===== config.mk =====
export PLATFORM = sky130hd
export DESIGN_NAME = con_serial_regs
export DESIGN_NICKNAME = d
export VERILOG_FILES = /design/src/rtl/con_serial_pkg.sv /design/src/rtl/con_serial_decode.sv /design/src/rtl/con_serial_status.sv /design/src/rtl/con_serial_irq.sv /design/src/rtl/con_serial_regs.sv
export SDC_FILE = /design/constraint.sdc
export NUM_CORES = 1
export LEC_CHECK = 0
export ABC_CLOCK_PERIOD_IN_PS = 4200
export BUFFER_PORTS_ARGS = -buffer_cell sky130_fd_sc_hd__buf_4
export CORE_MARGIN = 2
export CORE_UTILIZATION = 43
export CTS_CLUSTER_DIAMETER = 120
export DETAILED_ROUTE_END_ITERATION = 8
export PLACE_DENSITY = 0.87
export SYNTH_ARGS = -nofsm -noshare
export SYNTH_HDL_FRONTEND = slang
export SYNTH_SLANG_ARGS = --single-unit

===== constraint.sdc =====
create_clock -name clk -period 4.2 [get_ports clk]
set_input_delay 0.42 -clock clk [delete_from_list [all_inputs] [get_ports clk]]
set_output_delay 0.42 -clock clk [all_outputs]
set_load 0.01 [all_outputs]

===== src/rtl/con_serial_pkg.sv =====
package con_serial_pkg;
  localparam int OFF_RX_STAT = 'h080;
  localparam int OFF_RX_DATA = 'h084;
  localparam int OFF_TX_STAT = 'h088;
  localparam int OFF_TX_DATA = 'h08C;
  localparam int OFF_IDENT   = 'h100;
  localparam int IDENT_VALUE = 128;
  localparam int FLAG_BIT    = 7;
  localparam int IE_BIT      = 6;
  localparam logic [7:0] VEC_RX = 8'hF8;
  localparam logic [7:0] VEC_TX = 8'hFC;

  typedef enum logic [2:0] {
    HIT_NONE, HIT_RX_STAT, HIT_RX_DATA, HIT_TX_STAT, HIT_TX_DATA, HIT_IDENT
  } reg_hit_e;

  // status byte: live flag on top of the stored control bits
  function automatic logic [7:0] status_byte(input logic flag, input logic [6:0] ctl);
    return {flag, ctl};
  endfunction

  // vector choice: transmit has priority over receive
  function automatic logic [7:0] pick_vector(input logic tx_req);
    return tx_req ? VEC_TX : VEC_RX;
  endfunction
endpackage


===== src/rtl/con_serial_decode.sv =====
module con_serial_decode
  import con_serial_pkg::*;
#(
  parameter int ADDR_W = 9
) (
  input  logic              bus_sel,
  input  logic              bus_wr,
  input  logic [ADDR_W-1:0] bus_addr,
  output reg_hit_e          hit,
  output logic              rd_en,
  output logic              wr_en
);
  always_comb begin
    if      (bus_addr == ADDR_W'(OFF_RX_STAT)) hit = HIT_RX_STAT;
    else if (bus_addr == ADDR_W'(OFF_RX_DATA)) hit = HIT_RX_DATA;
    else if (bus_addr == ADDR_W'(OFF_TX_STAT)) hit = HIT_TX_STAT;
    else if (bus_addr == ADDR_W'(OFF_TX_DATA)) hit = HIT_TX_DATA;
    else if (bus_addr == ADDR_W'(OFF_IDENT))   hit = HIT_IDENT;
    else                                        hit = HIT_NONE;
  end

  assign rd_en = bus_sel && !bus_wr;
  assign wr_en = bus_sel && bus_wr;
endmodule


===== src/rtl/con_serial_status.sv =====
module con_serial_status
  import con_serial_pkg::*;
#(
  parameter int DATA_W = 32
) (
  input  logic              clk,
  input  logic              rst_n,
  input  reg_hit_e          hit,
  input  logic              rd_en,
  input  logic              wr_en,
  input  logic [DATA_W-1:0] wdata,
  input  logic              rx_valid,
  input  logic [7:0]        rx_data,
  output logic [DATA_W-1:0] rdata,
  output logic              rx_ready,
  output logic              rx_ie,
  output logic              tx_ie,
  output logic              ack_evt,
  output logic              tx_wr_evt,
  output logic              tx_valid,
  output logic [7:0]        tx_data
);
  logic [6:0] rx_ctl_q, tx_ctl_q;
  logic       wr_rx_stat, wr_tx_stat;

  assign wr_rx_stat = wr_en && (hit == HIT_RX_STAT);
  assign wr_tx_stat = wr_en && (hit == HIT_TX_STAT);
  assign ack_evt    = wr_rx_stat || wr_tx_stat;
  assign tx_wr_evt  = wr_en && (hit == HIT_TX_DATA);
  assign rx_ie      = rx_ctl_q[IE_BIT];
  assign tx_ie      = tx_ctl_q[IE_BIT];
  assign rx_ready   = rd_en && (hit == HIT_RX_DATA) && rx_valid;

  always_ff @(posedge clk or negedge rst_n) begin
    if (!rst_n) begin
      rx_ctl_q <= '0;
      tx_ctl_q <= '0;
      tx_valid <= 1'b0;
      tx_data  <= '0;
    end else begin
      if (wr_rx_stat) rx_ctl_q <= wdata[6:0];
      if (wr_tx_stat) tx_ctl_q <= wdata[6:0];
      tx_valid <= tx_wr_evt;
      if (tx_wr_evt) tx_data <= wdata[7:0];
    end
  end

  always_comb begin
    rdata = '0;
    if (rd_en) begin
      case (hit)
        HIT_RX_STAT: rdata = DATA_W'(status_byte(rx_valid, rx_ctl_q));
        HIT_RX_DATA: rdata = rx_valid ? DATA_W'(rx_data) : '0;
        HIT_TX_STAT: rdata = DATA_W'(status_byte(1'b1, tx_ctl_q));
        HIT_IDENT:   rdata = DATA_W'(IDENT_VALUE);
        default:     rdata = '0;
      endcase
    end
  end
endmodule


===== src/rtl/con_serial_irq.sv =====
module con_serial_irq
  import con_serial_pkg::*;
#(
  parameter int IRQ_LINES = 4,
  parameter int IRQ_LEVEL = 2,
  parameter int CSR_W     = 32,
  parameter int PEND_BIT  = 28
) (
  input  logic                 clk,
  input  logic                 rst_n,
  input  logic                 rx_req,
  input  logic                 tx_req,
  input  logic                 ack_evt,
  output logic [IRQ_LINES-1:0] irq_lines,
  output logic [7:0]           irq_vector,
  output logic [CSR_W-1:0]     csr_set_mask,
  output logic [CSR_W-1:0]     csr_clr_mask,
  output logic                 raise_evt
);
  localparam logic [CSR_W-1:0] PEND_MASK = CSR_W'(1) << PEND_BIT;
  logic active_q;

  assign raise_evt = (rx_req || tx_req) && !ack_evt;

  always_ff @(posedge clk or negedge rst_n) begin
    if (!rst_n) begin
      active_q     <= 1'b0;
      irq_vector   <= '0;
      csr_set_mask <= '0;
      csr_clr_mask <= '0;
    end else begin
      csr_set_mask <= raise_evt ? PEND_MASK : '0;
      csr_clr_mask <= ack_evt   ? PEND_MASK : '0;
      if (ack_evt) begin
        active_q <= 1'b0;
      end else if (raise_evt) begin
        active_q   <= 1'b1;
        irq_vector <= pick_vector(tx_req);
      end
    end
  end

  for (genvar g = 0; g < IRQ_LINES; g++) begin : g_line
    if (g == IRQ_LEVEL) begin : g_used
      assign irq_lines[g] = active_q;
    end else begin : g_idle
      assign irq_lines[g] = 1'b0;
    end
  end
endmodule


===== src/rtl/con_serial_regs.sv =====
module con_serial_regs
  import con_serial_pkg::*;
#(
  parameter int ADDR_W    = 9,
  parameter int DATA_W    = 32,
  parameter int IRQ_LINES = 4,
  parameter int IRQ_LEVEL = 2,
  parameter int CSR_W     = 32,
  parameter int PEND_BIT  = 28
) (
  input  logic                 clk,
  input  logic                 rst_n,
  input  logic                 bus_sel,
  input  logic                 bus_wr,
  input  logic [ADDR_W-1:0]    bus_addr,
  input  logic [DATA_W-1:0]    bus_wdata,
  output logic [DATA_W-1:0]    bus_rdata,
  input  logic                 rx_valid,
  input  logic [7:0]           rx_data,
  output logic                 rx_ready,
  output logic                 tx_valid,
  output logic [7:0]           tx_data,
  output logic [IRQ_LINES-1:0] irq_lines,
  output logic [7:0]           irq_vector,
  output logic [CSR_W-1:0]     csr_set_mask,
  output logic [CSR_W-1:0]     csr_clr_mask
);
  reg_hit_e hit;
  logic     rd_en, wr_en;
  logic     rx_ie, tx_ie;
  logic     ack_evt, tx_wr_evt, raise_evt;
  logic     rx_req, tx_req;

  con_serial_decode #(.ADDR_W(ADDR_W)) decode_i (
    .bus_sel (bus_sel),
    .bus_wr  (bus_wr),
    .bus_addr(bus_addr),
    .hit     (hit),
    .rd_en   (rd_en),
    .wr_en   (wr_en)
  );

  con_serial_status #(.DATA_W(DATA_W)) status_i (
    .clk      (clk),
    .rst_n    (rst_n),
    .hit      (hit),
    .rd_en    (rd_en),
    .wr_en    (wr_en),
    .wdata    (bus_wdata),
    .rx_valid (rx_valid),
    .rx_data  (rx_data),
    .rdata    (bus_rdata),
    .rx_ready (rx_ready),
    .rx_ie    (rx_ie),
    .tx_ie    (tx_ie),
    .ack_evt  (ack_evt),
    .tx_wr_evt(tx_wr_evt),
    .tx_valid (tx_valid),
    .tx_data  (tx_data)
  );

  assign rx_req = rx_ie && rx_valid;
  assign tx_req = tx_ie;

  con_serial_irq #(
    .IRQ_LINES(IRQ_LINES), .IRQ_LEVEL(IRQ_LEVEL),
    .CSR_W(CSR_W), .PEND_BIT(PEND_BIT)
  ) irq_i (
    .clk         (clk),
    .rst_n       (rst_n),
    .rx_req      (rx_req),
    .tx_req      (tx_req),
    .ack_evt     (ack_evt),
    .irq_lines   (irq_lines),
    .irq_vector  (irq_vector),
    .csr_set_mask(csr_set_mask),
    .csr_clr_mask(csr_clr_mask),
    .raise_evt   (raise_evt)
  );
endmodule


==> impl_metrics.py <==
metrics = {
    "placed_design": {
        "gp_congestion": 0.674,
        "dpl.cell_count": 327,
        "dp_slack_ps": 1470,
        "port_buffers": 56,
        "place_hpwl_um": 3070,
    },
    "layout": {
        "fin_cells": 331,
        "fill_cells": 443,
        "drive_gt1_frac": 0.364,
        "syn_to_final_growth_pct": 8.34,
        "fin_nets": 319,
        "mostFrequentLayoutCell": "conb_1",
        "final_cell_mix": "conb_1 (91), buf_4 (57), mux2_2 (28), dfrtp_1 (28), nor2_1 (11)",
        "antennaDiodeCount": 0,
    },
    "sta": {
        "drv_slew": 0,
        "worst_pin_slew_ps": 741,
        "setup_tns_ps": 0,
        "worst_slack_ps": 1510,
        "fin_crit_ps": 2690,
        "rsz0062_at_grt": "false",
        "fmax_mhz": 372,
        "hold_viol_final": 0,
        "maxSlewHeadroom": 0.506,
        "setup-violations-final": 0,
        "whs_ps": 48.6,
        "fin_skew_ps": 1.30,
        "fin_crit_sh": 0.640,
    },
    "setup_path": {
        "slowest_delay_ps": 560,
        "path_delay_family": "simple AND/OR/NAND/NOR gates",
        "path_cells": "buf_4, or3_1, nor3_1, o2111ai_1, a21oi_1, buf_4",
        "crit_type": "primary input to primary output",
        "critPathMaxFanout": 8,
        "worstPathRequired_ps": 3780,
        "path_common_cell": "buf_4",
        "endpoint_kind": "primary output",
        "crit_arrival_ps": 2270,
        "crit_path_top_delay_cell": "or3_1",
        "crit_buf_inv": 2,
        "crit_path_start_kind": "primary input",
    },
    "synth": {
        "syn_area_um2": 2130,
        "ys_async_sr_fraction": 1.00,
        "yosys.area.top_type": "buf_4",
        "yosys.area.top_type_share": 0.338,
        "avgSynthCellArea_um2": 10.0,
        "synth_edf_count": 0,
        "yosys.cell_types.count": 28,
        "seq_area_frac_synth": 0.329,
        "yosysWarnings": 0,
        "syn_inst": 213,
        "synth_area_leaders": "buf_4 (34%), dfrtp_1 (33%), mux2_2 (15%)",
        "ys.flop_type": "dfrtp_1",
        "synth-seq-cells": 28,
    },
    "grt": {
        "antenna_found_initial": 0,
        "grt_pass1_vias": 1195,
        "grtUsageTotal": 0.133,
        "grt_max_degree": 29,
        "overflow": 0,
        "grt_pass1_wl_um": 5650,
    },
    "clock_tree": {
        "cts-resized-gates": 0,
        "clk_pin_slew_ps": 100,
        "clock_sinks": 28,
        "cts-root-buf": "clkbuf_8",
        "cts_buffers": 3,
        "insertion_delay_ps": 270,
        "postCtsSetupBuffers": 0,
        "cts_tree": "done",
        "htreeDepth": 1,
        "postCtsHoldBufs": 0,
        "clock_path_buffers": 2,
    },
    "pwr": {
        "power_uw": 575,
        "vdd_drop_max_uv": 176,
        "power.density_nw_per_um2": 249,
        "p_leak_nw": 1.23,
    },
    "drt": {
        "ant_nets": 0,
        "wl_per_cell_um": 11.6,
        "vias": 1343,
        "dr.pass1.iters": 4,
        "vias_per_cell": 4.06,
        "routed_wl_um": 3830,
        "drc": 0,
        "drt_iter0_markers": 26,
    },
    "floorplan": {
        "die_area_um2": 5530,
        "start_util": 0.448,
        "die_w_um": 74.4,
        "core_area_um2": 4750,
        "die_h_um": 74.4,
        "rows": 25,
        "ios": 172,
    },
    "status": {
        "status": "completed",
    },
    "worst_hold_path": {
        "hp-class": "primary input to async pin",
    },
    "run": {
        "drv_cap": 0,
    },
}
==> where the power goes <==
| part | total, mW | internal (mW) | leakage (nW) | switching, mW |
|---|---|---|---|---|
| Clock | 0.211 | 0.128 | 0.0357 | 0.0833 |
| Combinational | 0.0897 | 0.0268 | 0.827 | 0.0630 |
| Sequential | 0.275 | 0.273 | 0.365 | 0.00181 |
| Total | 0.575 | 0.427 | 1.23 | 0.148 |
==> synth_stat cells, types with 2 or more instances <==
library cell / instances
a22oi_1: 5
buf_4: 96
nor3_1: 2
clkbuf_1: 3
or3_1: 2
nor2_1: 11
nand4b_1: 2
o21ai_0: 4
a21oi_1: 5
nand2_1: 6
inv_1: 4
dfrtp_1: 28
nor4_4: 2
mux2_2: 28
nand2b_1: 2
==> worst register-to-register path: stages (launching register included) <==
cell	delay (ps)
dfrtp_1	420
a21oi_1	210
nor2_1	70
or2_2	280
==> logic make-up (layout without fill, tap and decap cells) <==
logic type	Yosys count	count (layout)	share of synthesized area
flip-flops	28	28	0.329
AO/OA/AOI/OAI	16	16	0.0470
multiplexers	28	28	0.148
other	1	91	0.00176
buffers and inverters	104	65	0.356
AND/OR/NAND/NOR	36	36	0.118
==> routing by layer <==
metal | share of wire | global-route usage | up-vias
li1 | - | - | 631
met2 | 0.53 | 0.242 | 76
met5 | 0 | 0 | -
met3 | 0.085 | 0.0379 | 2
met4 | 0.0016 | 0.0179 | 0
met1 | 0.38 | 0.161 | 634
==> path summary, 6_finish.rpt <==
check                           cells past startpoint  slack (ps)                               end                        startpoint
min in group clk                                    2         370   status_i.tx_data[7]$_DFFE_PN0P_                      bus_wdata[7]
worst max register to register                      3        3110   irq_i.irq_vector[6]$_DFFE_PN0P_  status_i.rx_ctl_q[6]$_DFFE_PN0P_
max in group asynchronous                           1        3870  irq_i.csr_clr_mask[28]$_DFF_PN0_                             rst_n
worst min-delay path                                1          50   status_i.tx_data[7]$_DFFE_PN0P_                             rst_n
worst min register to register                      1         510  status_i.rx_ctl_q[5]$_DFFE_PN0P_  status_i.rx_ctl_q[5]$_DFFE_PN0P_
worst max-delay path                                6        1510                      bus_rdata[0]                       bus_addr[6]
==> through the flow <==
step                      instance area [um2]  utilization
after detailed placement                 2240        0.470
after global routing                     2310        0.485
after floorplan                          2470            -
final                                    2310        0.485
after CTS                                2310        0.485
after global placement                   2240        0.470
==> area by class of cell <==
type                       instances  area (um2)  share of cell area
inverter                           4        15.0             0.00651
timing repair buffer              57         428               0.185
sequential                        28         701               0.304
clock inverter                     1        30.0              0.0130
clock buffer                       3        41.3              0.0179
multi-input combinational        171        1010               0.437
tap                               67        83.8              0.0363
==> registers in the layout, summed over array words and instances (netlist names) <==
name / flops
irq_i.csr_clr_mask: 1
status_i.tx_data: 8
irq_i.active_q: 1
status_i.tx_valid: 1
irq_i.csr_set_mask: 1
status_i.rx_ctl_q: 7
status_i.tx_ctl_q: 7
irq_i.irq_vector: 2
No activity file was read; power rests on OpenSTA's default activity.
